File: src/rtl/trap_entry_pkg.sv
package trap_entry_pkg;

    typedef enum logic [1:0] {
        PRIV_U = 2'd0,
        PRIV_S = 2'd1,
        PRIV_R = 2'd2,
        PRIV_M = 2'd3
    } priv_e;

    typedef enum logic [1:0] {
        ACC_FETCH = 2'd0,
        ACC_LOAD  = 2'd1,
        ACC_STORE = 2'd2,
        ACC_ALT   = 2'd3
    } acc_e;

    localparam int unsigned EC_FETCH_MISAL = 0;
    localparam int unsigned EC_FETCH_ACC   = 1;
    localparam int unsigned EC_LOAD_MISAL  = 4;
    localparam int unsigned EC_LOAD_ACC    = 5;
    localparam int unsigned EC_STORE_MISAL = 6;
    localparam int unsigned EC_STORE_ACC   = 7;
    localparam int unsigned EC_ENVCALL     = 8;
    localparam int unsigned EC_FETCH_PAGE  = 12;
    localparam int unsigned EC_LOAD_PAGE   = 13;
    localparam int unsigned EC_STORE_PAGE  = 15;

    localparam int unsigned SB_SIE   = 1;
    localparam int unsigned SB_MIE   = 3;
    localparam int unsigned SB_SPIE  = 5;
    localparam int unsigned SB_MPIE  = 7;
    localparam int unsigned SB_SPP   = 8;
    localparam int unsigned SB_MPP_L = 11;
    localparam int unsigned SB_MPP_H = 12;

endpackage

File: src/rtl/trap_cause_resolve.sv
module trap_cause_resolve
    import trap_entry_pkg::*;
#(
    parameter int XLEN = 32,
    parameter int CW   = $clog2(XLEN) + 1
) (
    input  logic            async_i,
    input  logic [CW-1:0]   cause_i,
    input  logic            xlat_fail_i,
    input  logic            xlat_prot_i,
    input  logic            paging_on_i,
    input  logic [1:0]      acc_type_i,
    input  logic [1:0]      cur_priv_i,
    input  logic [XLEN-1:0] fault_addr_i,
    output logic            eff_async_o,
    output logic [CW-1:0]   eff_cause_o,
    output logic [XLEN-1:0] tval_o
);

    logic page_kind;
    logic addr_bearing;

    always_comb begin
        page_kind   = paging_on_i && !xlat_prot_i;
        eff_async_o = async_i && !xlat_fail_i;
        eff_cause_o = cause_i;
        if (xlat_fail_i) begin
            unique case (acc_type_i)
                ACC_FETCH: eff_cause_o = page_kind ? CW'(EC_FETCH_PAGE) : CW'(EC_FETCH_ACC);
                ACC_STORE: eff_cause_o = page_kind ? CW'(EC_STORE_PAGE) : CW'(EC_STORE_ACC);
                default:   eff_cause_o = page_kind ? CW'(EC_LOAD_PAGE)  : CW'(EC_LOAD_ACC);
            endcase
        end else if (!async_i && cause_i == CW'(EC_ENVCALL)) begin
            eff_cause_o = CW'(EC_ENVCALL) + CW'(cur_priv_i);
        end
    end

    always_comb begin
        unique case (eff_cause_o)
            CW'(EC_FETCH_MISAL), CW'(EC_FETCH_ACC),
            CW'(EC_LOAD_MISAL),  CW'(EC_LOAD_ACC),
            CW'(EC_STORE_MISAL), CW'(EC_STORE_ACC),
            CW'(EC_FETCH_PAGE),  CW'(EC_LOAD_PAGE),
            CW'(EC_STORE_PAGE):  addr_bearing = 1'b1;
            default:             addr_bearing = 1'b0;
        endcase
        tval_o = (!eff_async_o && addr_bearing) ? fault_addr_i : '0;
    end

endmodule

File: src/rtl/trap_level_pick.sv
module trap_level_pick
    import trap_entry_pkg::*;
#(
    parameter int XLEN = 32,
    parameter int CW   = $clog2(XLEN) + 1
) (
    input  logic            eff_async_i,
    input  logic [CW-1:0]   eff_cause_i,
    input  logic [1:0]      cur_priv_i,
    input  logic [XLEN-1:0] int_deleg_i,
    input  logic [XLEN-1:0] exc_deleg_i,
    input  logic [XLEN-1:0] svec_i,
    input  logic [XLEN-1:0] mvec_i,
    output logic            to_super_o,
    output logic [XLEN-1:0] vec_pc_o
);

    localparam logic [1:0] MODE_SPREAD = 2'b01;

    logic [XLEN-1:0] mask;
    logic [XLEN-1:0] hit;
    logic [XLEN-1:0] vec_sel;
    logic [XLEN-1:0] vec_base;
    logic [XLEN-1:0] vec_off;

    assign mask = eff_async_i ? int_deleg_i : exc_deleg_i;

    // one comparator per mask bit; a cause at or above XLEN matches none
    for (genvar b = 0; b < XLEN; b++) begin : g_hit
        assign hit[b] = mask[b] && (eff_cause_i == CW'(b));
    end

    always_comb begin
        to_super_o = (cur_priv_i == PRIV_U || cur_priv_i == PRIV_S) && (|hit);
        vec_sel    = to_super_o ? svec_i : mvec_i;
        vec_base   = {vec_sel[XLEN-1:2], 2'b00};
        vec_off    = (eff_async_i && vec_sel[1:0] == MODE_SPREAD)
                   ? (XLEN'(eff_cause_i) << 2) : '0;
        vec_pc_o   = vec_base + vec_off;
    end

endmodule

File: src/rtl/trap_entry_unit.sv
module trap_entry_unit
    import trap_entry_pkg::*;
#(
    parameter int              XLEN     = 32,
    parameter int              CW       = $clog2(XLEN) + 1,
    parameter logic [XLEN-1:0] RESET_PC = XLEN'(32'h0000_1000)
) (
    input  logic            clk,
    input  logic            rst_n,
    input  logic            take_i,
    input  logic            async_i,
    input  logic [CW-1:0]   cause_i,
    input  logic            xlat_fail_i,
    input  logic            xlat_prot_i,
    input  logic            paging_on_i,
    input  logic [1:0]      acc_type_i,
    input  logic [XLEN-1:0] fault_addr_i,
    input  logic [XLEN-1:0] cur_pc_i,
    input  logic [1:0]      cur_priv_i,
    input  logic [XLEN-1:0] status_i,
    input  logic [XLEN-1:0] int_deleg_i,
    input  logic [XLEN-1:0] exc_deleg_i,
    input  logic [XLEN-1:0] svec_i,
    input  logic [XLEN-1:0] mvec_i,
    input  logic            rsv_set_i,
    output logic [XLEN-1:0] new_pc_o,
    output logic [1:0]      new_priv_o,
    output logic [XLEN-1:0] status_o,
    output logic [XLEN-1:0] scause_o,
    output logic [XLEN-1:0] sepc_o,
    output logic [XLEN-1:0] stval_o,
    output logic [XLEN-1:0] mcause_o,
    output logic [XLEN-1:0] mepc_o,
    output logic [XLEN-1:0] mtval_o,
    output logic            rsv_valid_o
);

    typedef struct packed {
        logic [XLEN-1:0] pc;
        logic [1:0]      priv;
        logic [XLEN-1:0] status;
        logic [XLEN-1:0] scause;
        logic [XLEN-1:0] sepc;
        logic [XLEN-1:0] stval;
        logic [XLEN-1:0] mcause;
        logic [XLEN-1:0] mepc;
        logic [XLEN-1:0] mtval;
        logic            rsv;
    } arch_t;

    arch_t st_d, st_q;

    logic            eff_async;
    logic [CW-1:0]   eff_cause;
    logic [XLEN-1:0] tval;
    logic            to_super;
    logic [XLEN-1:0] vec_pc;
    logic [XLEN-1:0] cause_word;

    trap_cause_resolve #(.XLEN(XLEN), .CW(CW)) i_resolve (
        .async_i      (async_i),
        .cause_i      (cause_i),
        .xlat_fail_i  (xlat_fail_i),
        .xlat_prot_i  (xlat_prot_i),
        .paging_on_i  (paging_on_i),
        .acc_type_i   (acc_type_i),
        .cur_priv_i   (cur_priv_i),
        .fault_addr_i (fault_addr_i),
        .eff_async_o  (eff_async),
        .eff_cause_o  (eff_cause),
        .tval_o       (tval)
    );

    trap_level_pick #(.XLEN(XLEN), .CW(CW)) i_pick (
        .eff_async_i  (eff_async),
        .eff_cause_i  (eff_cause),
        .cur_priv_i   (cur_priv_i),
        .int_deleg_i  (int_deleg_i),
        .exc_deleg_i  (exc_deleg_i),
        .svec_i       (svec_i),
        .mvec_i       (mvec_i),
        .to_super_o   (to_super),
        .vec_pc_o     (vec_pc)
    );

    always_comb begin
        cause_word             = {{(XLEN-CW){1'b0}}, eff_cause};
        cause_word[XLEN-1]     = eff_async;

        st_d = st_q;
        if (rsv_set_i) begin
            st_d.rsv = 1'b1;
        end
        if (take_i) begin
            st_d.pc     = vec_pc;
            st_d.status = status_i;
            if (to_super) begin
                st_d.status[SB_SPIE] = status_i[SB_SIE];
                st_d.status[SB_SPP]  = cur_priv_i[0];
                st_d.status[SB_SIE]  = 1'b0;
                st_d.scause          = cause_word;
                st_d.sepc            = cur_pc_i;
                st_d.stval           = tval;
                st_d.priv            = PRIV_S;
            end else begin
                st_d.status[SB_MPIE]            = status_i[SB_MIE];
                st_d.status[SB_MPP_H:SB_MPP_L]  = cur_priv_i;
                st_d.status[SB_MIE]             = 1'b0;
                st_d.mcause                     = cause_word;
                st_d.mepc                       = cur_pc_i;
                st_d.mtval                      = tval;
                st_d.priv                       = PRIV_M;
            end
            if (st_d.priv != cur_priv_i) begin
                st_d.rsv = 1'b0;
            end
        end
    end

    always_ff @(posedge clk or negedge rst_n) begin
        if (!rst_n) begin
            st_q      <= '0;
            st_q.pc   <= RESET_PC;
            st_q.priv <= PRIV_M;
        end else begin
            st_q <= st_d;
        end
    end

    assign new_pc_o    = st_q.pc;
    assign new_priv_o  = st_q.priv;
    assign status_o    = st_q.status;
    assign scause_o    = st_q.scause;
    assign sepc_o      = st_q.sepc;
    assign stval_o     = st_q.stval;
    assign mcause_o    = st_q.mcause;
    assign mepc_o      = st_q.mepc;
    assign mtval_o     = st_q.mtval;
    assign rsv_valid_o = st_q.rsv;

endmodule

File: config.mk
export PLATFORM = sky130hd
export DESIGN_NAME = trap_entry_unit
export DESIGN_NICKNAME = d
export VERILOG_FILES = /design/src/rtl/trap_entry_pkg.sv /design/src/rtl/trap_cause_resolve.sv /design/src/rtl/trap_level_pick.sv /design/src/rtl/trap_entry_unit.sv
export SDC_FILE = /design/constraint.sdc
export NUM_CORES = 1
export LEC_CHECK = 0
export BUFFER_PORTS_ARGS = -buffer_cell sky130_fd_sc_hd__buf_2
export CAP_MARGIN = 20
export CORE_AREA = 4 4 194 196
export CTS_CLUSTER_SIZE = 12
export DETAILED_ROUTE_END_ITERATION = 8
export DIE_AREA = 0 0 198 200
export GPL_TIMING_DRIVEN = 0
export PLACE_DENSITY = 0.53
export SKIP_CTS_REPAIR_TIMING = 1
export SKIP_LAST_GASP = 1
export SLEW_MARGIN = 20
export SYNTH_ARGS = -nofsm -noshare
export SYNTH_HDL_FRONTEND = slang
export SYNTH_SLANG_ARGS = --single-unit
export TNS_END_PERCENT = 30
File: constraint.sdc
create_clock -name clk -period 0.9 [get_ports clk]
set_input_delay 0.135 -clock clk [delete_from_list [all_inputs] [get_ports clk]]
set_output_delay 0.135 -clock clk [all_outputs]
set_load 0.05 [all_outputs]
==> flow_summary.toml, run 1 <==
[setup_path]
rr_startpoint = "sepc_o[31]"
critical_path_arrival_ns = 4.87
crit_type = "primary input to flip-flop"
worst_setup_path_end_kind = "flip-flop"
r2r_setup_slack_ns = 0.07
crit_fanout = 6
crit_path_start_kind = "primary input"
crit_start = "cause_i[2]"
r2r-end = "sepc_o[31]"
rr_worst_depth = 1
critical_path_required_ns = 1.32

[clocking]
ctsLongestPathBuffers = 3
clock_latency_ns = 0.52
cts_buffers = 25
cts_tree = "built"
clkSinkCount = 206
clockRootBuffer = "clkbuf_16"
clk_pin_slew_ns = 0.06
cts_max_level = 1

[outcome]
violations = "hold timing, setup timing"
status = "finished, violations left"

[synthesis]
netlist_area_um2 = 10400
async_reset_ff_share_pct = 100
avgSynthCellArea_um2 = 10.7
synth_seq_cells = 206
ys.flop_type = "dfrtp_1"
synth_edf_count = 0
yosysUniqueCellTypes = 59
synth_top_area_share_pct = 49.1
ys_warn_count = 0
syn_inst = 973
synth-seq-area-share_pct = 49.6
synth_area_leaders = "dfrtp_1, mux2_2, nand2_1"
synth_largest_area_cell = "dfrtp_1"

[floorplanning]
die_w_um = 198
rows = 70
core-area_um2 = 36100
ioPinCount = 501
die_y_um = 200
die_area_um2 = 39600
start_util_pct = 28.8

[pwr]
irDropWorstVdd_mv = 2.18
power_mw = 37.4
leakage_nw = 8.14
power.density_nw_per_um2 = 2240

[grt]
antenna_found_initial = 3
grt_max_degree = 89
grt-ovfl-total = 0
track_usage_pct = 17.8
grt_pass1_wl_mm = 55.5
grt_pass1_vias = 9265

[drt]
wl_mm = 40.3
drc = 0
post_drt_wl_per_cell_um = 18.9
drt_pre_antenna_iters = 4
vias = 9752
detail-route-antenna-nets = 0
viasPerCell = 4.57
drt_first_iter_violations = 338

[placed_design]
place_congestion = 0.819
place_ws_ns = -4.68
placed_area_um2 = 13700
dpl.hpwl_mm = 29.7
numPortBuffers = 447

[cells_and_area]
fin_nets = 1892
area_growth_pct = 60.3
drive_gt1_share_pct = 49.0
final_cell_area_um2 = 16700

[sta]
period_minus_slack_ns = 4.46
setup_violations = 409
worstMarginPinSlew_ns = 0.978
setup_tns_ns = -459.55
period_share_pct = 495
finClkSkew_ns = 0
rsz0062_at_grt = "yes"
finalWorstSetupSlack_ns = -3.56
fmax_ghz = 0.224
hold_viol_final = 120
drv_slew = 0
relSlewSlack_pct = 34.8
whs_ns = -0.536

[job]
max_cap_viol_count = 0

[worst_hold_path]
hp-class = "primary input to asynchronous set/reset pin"
-- critical path, cell delays in order --
cell and delay, ns:
buf_12 0.11, or4b_4 0.58, o41ai_4 0.37, and2_4 0.22, buf_8 0.13, buf_6 0.13
nor4_2 0.05, a211oi_2 0.29, o21ai_2 0.16, nand2_4 0.16, buf_12 0.13, mux2_4 0.32
ha_4 0.17, fa_2 0.35, a21o_1 0.17, a21oi_2 0.19, o21bai_2 0.11, a21oi_4 0.28
or4_4 0.24, nor2_4 0.04, xnor2_1 0.14, mux2i_1 0.11, mux2_4 0.26
-- metrics by stage --
stage	std cells	utilization, %
3_5_place_dp	1941	38.1
3_3_place_gp	1939	37.9
6_report	2132	46.2
4_1_cts	1987	40.4
5_1_grt	2131	46.2
2_1_floorplan	1024	-
-- flip-flops by register name, summed over array words and instances (netlist names) --
register     count
stval_o         32
rsv_valid_o      1
mtval_o         32
scause_o         7
new_pc_o        30
sepc_o          32
mcause_o         7
status_o        32
new_priv_o       1
mepc_o          32
-- synth_stat cells (3+ instances only) --
master and count:
clkbuf_1 26, buf_4 61, mux2_2 93, o21bai_1 3
ha_1 6, buf_1 3, inv_1 13, o21ai_0 76
dfrtp_1 204, a21o_1 4, nor2b_1 3, mux2i_1 44
xnor2_1 24, nand2_1 162, a31oi_1 5, nor3b_1 5
o21ai_1 8, nor2_1 27, nand2b_1 4, nor4_1 11
buf_2 13, xor2_1 26, nand4_1 16, nand3_1 16
o22ai_1 6, nor3_1 13, a21oi_1 24, mux2_1 35
o221ai_1 3
-- how the worst max path moves through the flow --
stage | to | cells past startpoint
floorplan | new_pc_o[28] | 21
global placement | new_pc_o[29] | 24
detailed placement | new_pc_o[29] | 24
CTS | new_pc_o[29] | 24
global route | new_pc_o[28] | 24
finish | new_pc_o[28] | 23
-- layer usage --
metal	part of all wire, %	up-vias	track usage (%)
met1	40	4687	22.2
li1	-	4633	-
met5	0.050	-	0
met2	50	367	30.7
met3	7.7	61	5.12
met4	2.6	4	4.64
-- power by group --
part | leakage, nW | switching (mW) | internal (mW)
Clock | 0.421 | 4.15 | 6.32
Combinational | 5.19 | 10.4 | 4.48
Sequential | 2.53 | 1.00 | 11.0
-- layout make-up --
cell class                 count  area (µm²)
tap                          468         586
timing repair buffer         591        3740
inverter                      13        48.8
antenna                        2        5.00
buffer                       102         783
fill                        3448       19400
clock buffer                  38         744
multi-input combinational    704        5500
sequential                   206        5160
clock inverter                 8         114
-- cell families after synthesis --
family	count (synthesis)	synth area share, %
XOR/XNOR	50	4.21
other	2	0.0722
AO/OA/AOI/OAI	147	8.63
flip-flops	206	49.6
adder cells (fa/ha/maj)	7	0.914
AND/OR/NAND/NOR	273	12.0
buffers and inverters	116	6.54
multiplexers	172	18.1
-- cells in the final DEF (no fill, tap or decap), types with 10 or more instances in the layout --
cell	instances
o21ai_0	67
mux2_1	14
buf_4	84
dlygate4sd3_1	99
o21ai_1	10
clkbuf_1	21
nand3_1	12
inv_1	13
xnor2_1	20
nand2_1	155
mux2_2	65
xor2_1	26
buf_6	16
clkbuf_16	28
mux2_4	49
mux2i_1	44
a21oi_1	19
nand4_1	16
dfrtp_1	204
nor2_1	20
conb_1	53
buf_2	452
No activity file was read; power rests on OpenSTA's default activity.
==> inputs of run 2 (changes only) <==
clock period = 4.95 ns   (was 0.9 ns; I/O delays follow)
==> flow_summary.toml, run 2 (same netlist as run 1, synthesis figures left out) <==
[pwr]
internal_power_mw = 3.70
p_seq_share_pct = 33.6
power_frac_comb_pct = 39.0
power_mw = 6.43
switchingPower_mw = 2.74
leakage_nw = 7.28
power.density_nw_per_um2 = 428
irDropWorstVdd_mv = 0.325
p_sw_share_pct = 42.6
clockPowerShare_pct = 27.4

[clocking]
cts_tree = "built"
clock_latency_ns = 0.53
clkSinkCount = 206
cts_max_level = 1
cts_buffers = 25
ctsLongestPathBuffers = 3
clk_pin_slew_ns = 0.05
clockRootBuffer = "clkbuf_16"

[drt]
detail-route-antenna-nets = 0
drc = 0
wl_mm = 38.5
drt_first_iter_violations = 282
vias = 9334
viasPerCell = 4.63
drt_pre_antenna_iters = 4
post_drt_wl_per_cell_um = 19.1

[outcome]
violations = "setup timing"
status = "finished, violations left"

[placed_design]
numPortBuffers = 447
place_ws_ns = -1.51
dpl.hpwl_mm = 30.3
place_inst = 1941
place_congestion = 0.895

[setup_path]
critical_path_arrival_ns = 5.60
crit_path_start_kind = "primary input"
crit_type = "primary input to flip-flop"
worst_setup_path_end_kind = "flip-flop"
critical_path_required_ns = 5.37
crit_fanout = 6

[grt]
grt-ovfl-total = 0
grt_pass1_wl_mm = 56.1
antenna_found_initial = 9
grt_pass1_vias = 9425
grt_max_degree = 97
track_usage_pct = 18.1

[sta]
relSlewSlack_pct = 33.4
hold_viol_final = 0
fmax_ghz = 0.193
whs_ns = 0.0851
period_share_pct = 105
finClkSkew_ns = 0
worstMarginPinSlew_ns = 0.995
setup_violations = 19
drv_slew = 0
rsz0062_at_grt = "yes"
finalWorstSetupSlack_ns = -0.232
period_minus_slack_ns = 5.18

[job]
max_cap_viol_count = 0

[floorplanning]
die_area_um2 = 39600
die_y_um = 200
ioPinCount = 501
start_util_pct = 28.8
rows = 70
die_w_um = 198
core-area_um2 = 36100

[worst_hold_path]
hp-class = "primary input to asynchronous set/reset pin"

[cells_and_area]
num-fill-cells = 3647
layout_commonest_cell = "buf_2"
drive_gt1_share_pct = 48.3
fin_nets = 1779
layout_common_cells = "buf_2, dfrtp_1, nand2_1"
area_growth_pct = 44.5
final_util_pct = 41.6
layout.cells.non_filler = 2016
[run 2: changes by cell type in the layout (fill, tap and decap cells not counted), moves of 5 or more]
cell / previous run / this run
dlygate4sd3_1: 99 / 0
nor2_1: 20 / 25
buf_6: 16 / 2
nor2_4: 7 / 2
o21ai_0: 67 / 75
mux2_4: 49 / 7
mux2_1: 14 / 35
mux2_2: 65 / 86
[run 2: final cells by class]
class / count / area [µm²] / share of cell area [%]
multi-input combinational: 703 / 5140 / 34.2
timing repair buffer: 479 / 2600 / 17.3
clock buffer: 35 / 733 / 4.88
inverter: 13 / 48.8 / 0.325
sequential: 206 / 5160 / 34.3
buffer: 102 / 694 / 4.62
tap: 468 / 586 / 3.90
clock inverter: 9 / 67.6 / 0.450
antenna: 1 / 2.50 / 0.0167
[run 2: power by group through the flow]
stage / clock (mW) / sequential [mW] / combinational [mW]
floorplan: 0 / 3.32 / 0.595
global placement: 0 / 2.18 / 2.44
detailed placement: 0 / 2.19 / 2.46
CTS: 1.82 / 2.17 / 2.46
global route: 1.90 / 2.20 / 2.64
finish: 1.77 / 2.16 / 2.51
[run 2: worst max-delay path, cell delays in order]
cell and delay [ns]:
buf_12 0.11, or4b_4 0.56, o41ai_4 0.36, buf_4 0.18, nand2_4 0.07, nand2_2 0.11, a32oi_4 0.14, o31a_1 0.43
nor4b_4 0.31, a31oi_4 0.11, nor3_2 0.20, ha_4 0.17, fa_2 0.20, a21o_1 0.12, a21oi_2 0.08, o21bai_2 0.17
a21oi_2 0.11, buf_4 0.15, or4_4 0.58, nor2_4 0.13, xnor2_1 0.13, mux2i_1 0.15, mux2_4 0.28
[run 2: per-layer routing]
layer	track usage, %	vias up	share of wire, %
met5	0	-	0.21
met4	4.23	14	2.6
met3	6.55	73	9.5
met2	31.8	359	50
met1	21.3	4477	38
li1	-	4411	-
[run 2: final timing paths]
kind,start,to,slack (ns),cells after the start
worst min-delay path,rst_n,status_o[20],0.09,1
max in group asynchronous,rst_n,sepc_o[14],3.65,3
worst max register to register,mepc_o[5],mepc_o[5],4.09,1
worst max-delay path,cause_i[4],new_pc_o[30],-0.23,23
min in group clk,status_i[14],status_o[14],0.43,2
worst min register to register,scause_o[1],scause_o[1],0.47,2
[run 2: stage by stage]
stage	instance area, µm²	TNS, ns
after floorplan	10600	-1.81
after global placement	13500	-138.99
after detailed placement	13500	-33.70
after CTS	14300	-18.86
after global routing	15000	-4.74
final	15000	-1.34
==> inputs of run 3 (changes only) <==
BUFFER_PORTS_ARGS = default   (was -buffer_cell sky130_fd_sc_hd__buf_2)
CORE_AREA = 3 3 196 198   (was 4 4 194 196)
DIE_AREA = 0 0 199 201   (was 0 0 198 200)
DONT_BUFFER_PORTS = 1   (was default)
PLACE_DENSITY = 0.41   (was 0.53)
==> flow_summary.toml, run 3 (same netlist as run 1, synthesis figures left out) <==
[setup_path]
crit_path_start_kind = "primary input"
crit_type = "primary input to flip-flop"
rr_worst_depth = 2
crit_top_cell = "buf_4"
path_depth = 22
cpPeakStageDelay_ns = 0.58
cp_num_buf_inv = 3
critical_path_arrival_ns = 5.33
r2r_setup_slack_ns = 3.77
cpMaxStageDelayCell = "or4_4"
crit_fanout = 6
critical_path_required_ns = 5.38
worstPathCellList = "or4b_4 -> o41ai_4 -> and2_4 -> clkbuf_16 -> buf_4 -> a211oi_2 -> buf_4 -> o21a_4 -> nor4b_4 -> a31oi_4 -> nor3_4 -> ha_4 -> fa_2 -> a21o_1 -> a21oi_2 -> o21bai_2 -> a21oi_4 -> or4_4 -> nor2_4 -> xnor2_2 -> mux2i_1 -> mux2_4"
crit_family = "simple AND/OR/NAND/NOR gates"
worst_setup_path_end_kind = "flip-flop"

[clocking]
ctsLongestPathBuffers = 3
cts_max_level = 1
clk_pin_slew_ns = 0.06
clock_latency_ns = 0.54
clockRootBuffer = "clkbuf_16"
cts_tree = "built"
clkSinkCount = 206
cts_buffers = 26

[cells_and_area]
layout.cells.non_filler = 1571
drive_gt1_share_pct = 27.1
layout_common_cells = "dfrtp_1, nand2_1, mux2_2"
layout_commonest_cell = "dfrtp_1"
fin_nets = 1334
area_growth_pct = 22.4
final_cell_area_um2 = 12700
final_util_pct = 34.7
n_antenna_cell = 0

[drt]
post_drt_wl_per_cell_um = 23.8
drc = 0
wl_mm = 37.4
detail-route-antenna-nets = 0
viasPerCell = 4.80
drt_first_iter_violations = 316
vias = 7535
drt_pre_antenna_iters = 4

[pwr]
power.density_nw_per_um2 = 477
irDropWorstVdd_mv = 0.241
leakage_nw = 5.39

[sta]
period_share_pct = 99.0
finalWorstSetupSlack_ns = 0.0471
setup_violations = 0
period_minus_slack_ns = 4.90
worstMarginPinSlew_ns = 1.08
finClkSkew_ns = 0
rsz0062_at_grt = "yes"
fmax_ghz = 0.204
relSlewSlack_pct = 27.7
whs_ns = -0.108
hold_viol_final = 204
drv_slew = 0

[floorplanning]
rows = 70
core-area_um2 = 36700
ioPinCount = 501
die_w_um = 199
die_area_um2 = 40000
die_y_um = 201
start_util_pct = 28.3

[grt]
antenna_found_initial = 3
grt_pass1_wl_mm = 53.0
grt_max_degree = 207
track_usage_pct = 17.6
grt_pass1_vias = 7854
grt-ovfl-total = 0

[placed_design]
placed_area_um2 = 11200
dpl.hpwl_mm = 28.6
place_inst = 1492
numPortBuffers = 0
place_ws_ns = -1.34
place_congestion = 0.828

[job]
max_cap_viol_count = 0

[outcome]
status = "finished, violations left"
violations = "hold timing"

[worst_hold_path]
hp-class = "primary input to asynchronous set/reset pin"
==> run 3: cell types whose count changed in the layout (fill, tap and decap cells not counted), moves of 4 or more <==
cell,before,now
mux2_2,86,90
clkbuf_1,25,30
mux2_4,7,3
buf_2,453,10
==> run 3: metal layers <==
metal	track usage [%]	up-vias	wire, µm
li1	-	3497	-
met3	9.20	48	4630
met2	30.6	309	18400
met5	0	-	25
met4	3.84	4	834
met1	18.9	3677	13500
==> run 3: final cells by class <==
cell class	instances	area, µm²
Sequential cell	206	5160
Inverter	13	48.8
Clock inverter	7	81.3
Fill cell	3744	24000
Buffer	102	696
Timing Repair Buffer	34	308
Tap cell	468	586
Clock buffer	39	749
Multi-Input combinational cell	702	5110
==> run 3: final timing paths <==
path,startpoint,end
worst max-delay path,cause_i[5],new_pc_o[30]
worst min-delay path,rst_n,stval_o[7]
worst max register to register,rsv_valid_o,rsv_valid_o
worst min register to register,new_priv_o[1],new_priv_o[1]
max in group asynchronous,rst_n,new_pc_o[12]
min in group clk,cur_pc_i[6],mepc_o[6]
==> run 3: stage by stage <==
step | setup TNS [ns] | hold WS, ns | power [mW]
after global routing | -1.60 | -0.141 | 6.34
after floorplan | -1.81 | 0.447 | 3.92
after CTS | -15.34 | -0.143 | 6.09
final | 0 | -0.108 | 6.07
after detailed placement | -30.00 | 0.452 | 4.19
after global placement | -27.86 | 0.451 | 4.18
==> run 3: report_power, final <==
group          total, mW  leakage (nW)  switching, mW  internal [mW]
logic              0.791          2.45          0.422          0.369
registers           3.42          2.53           1.44           1.98
clock network       1.86         0.409          0.759           1.10
total               6.07          5.39           2.62           3.45
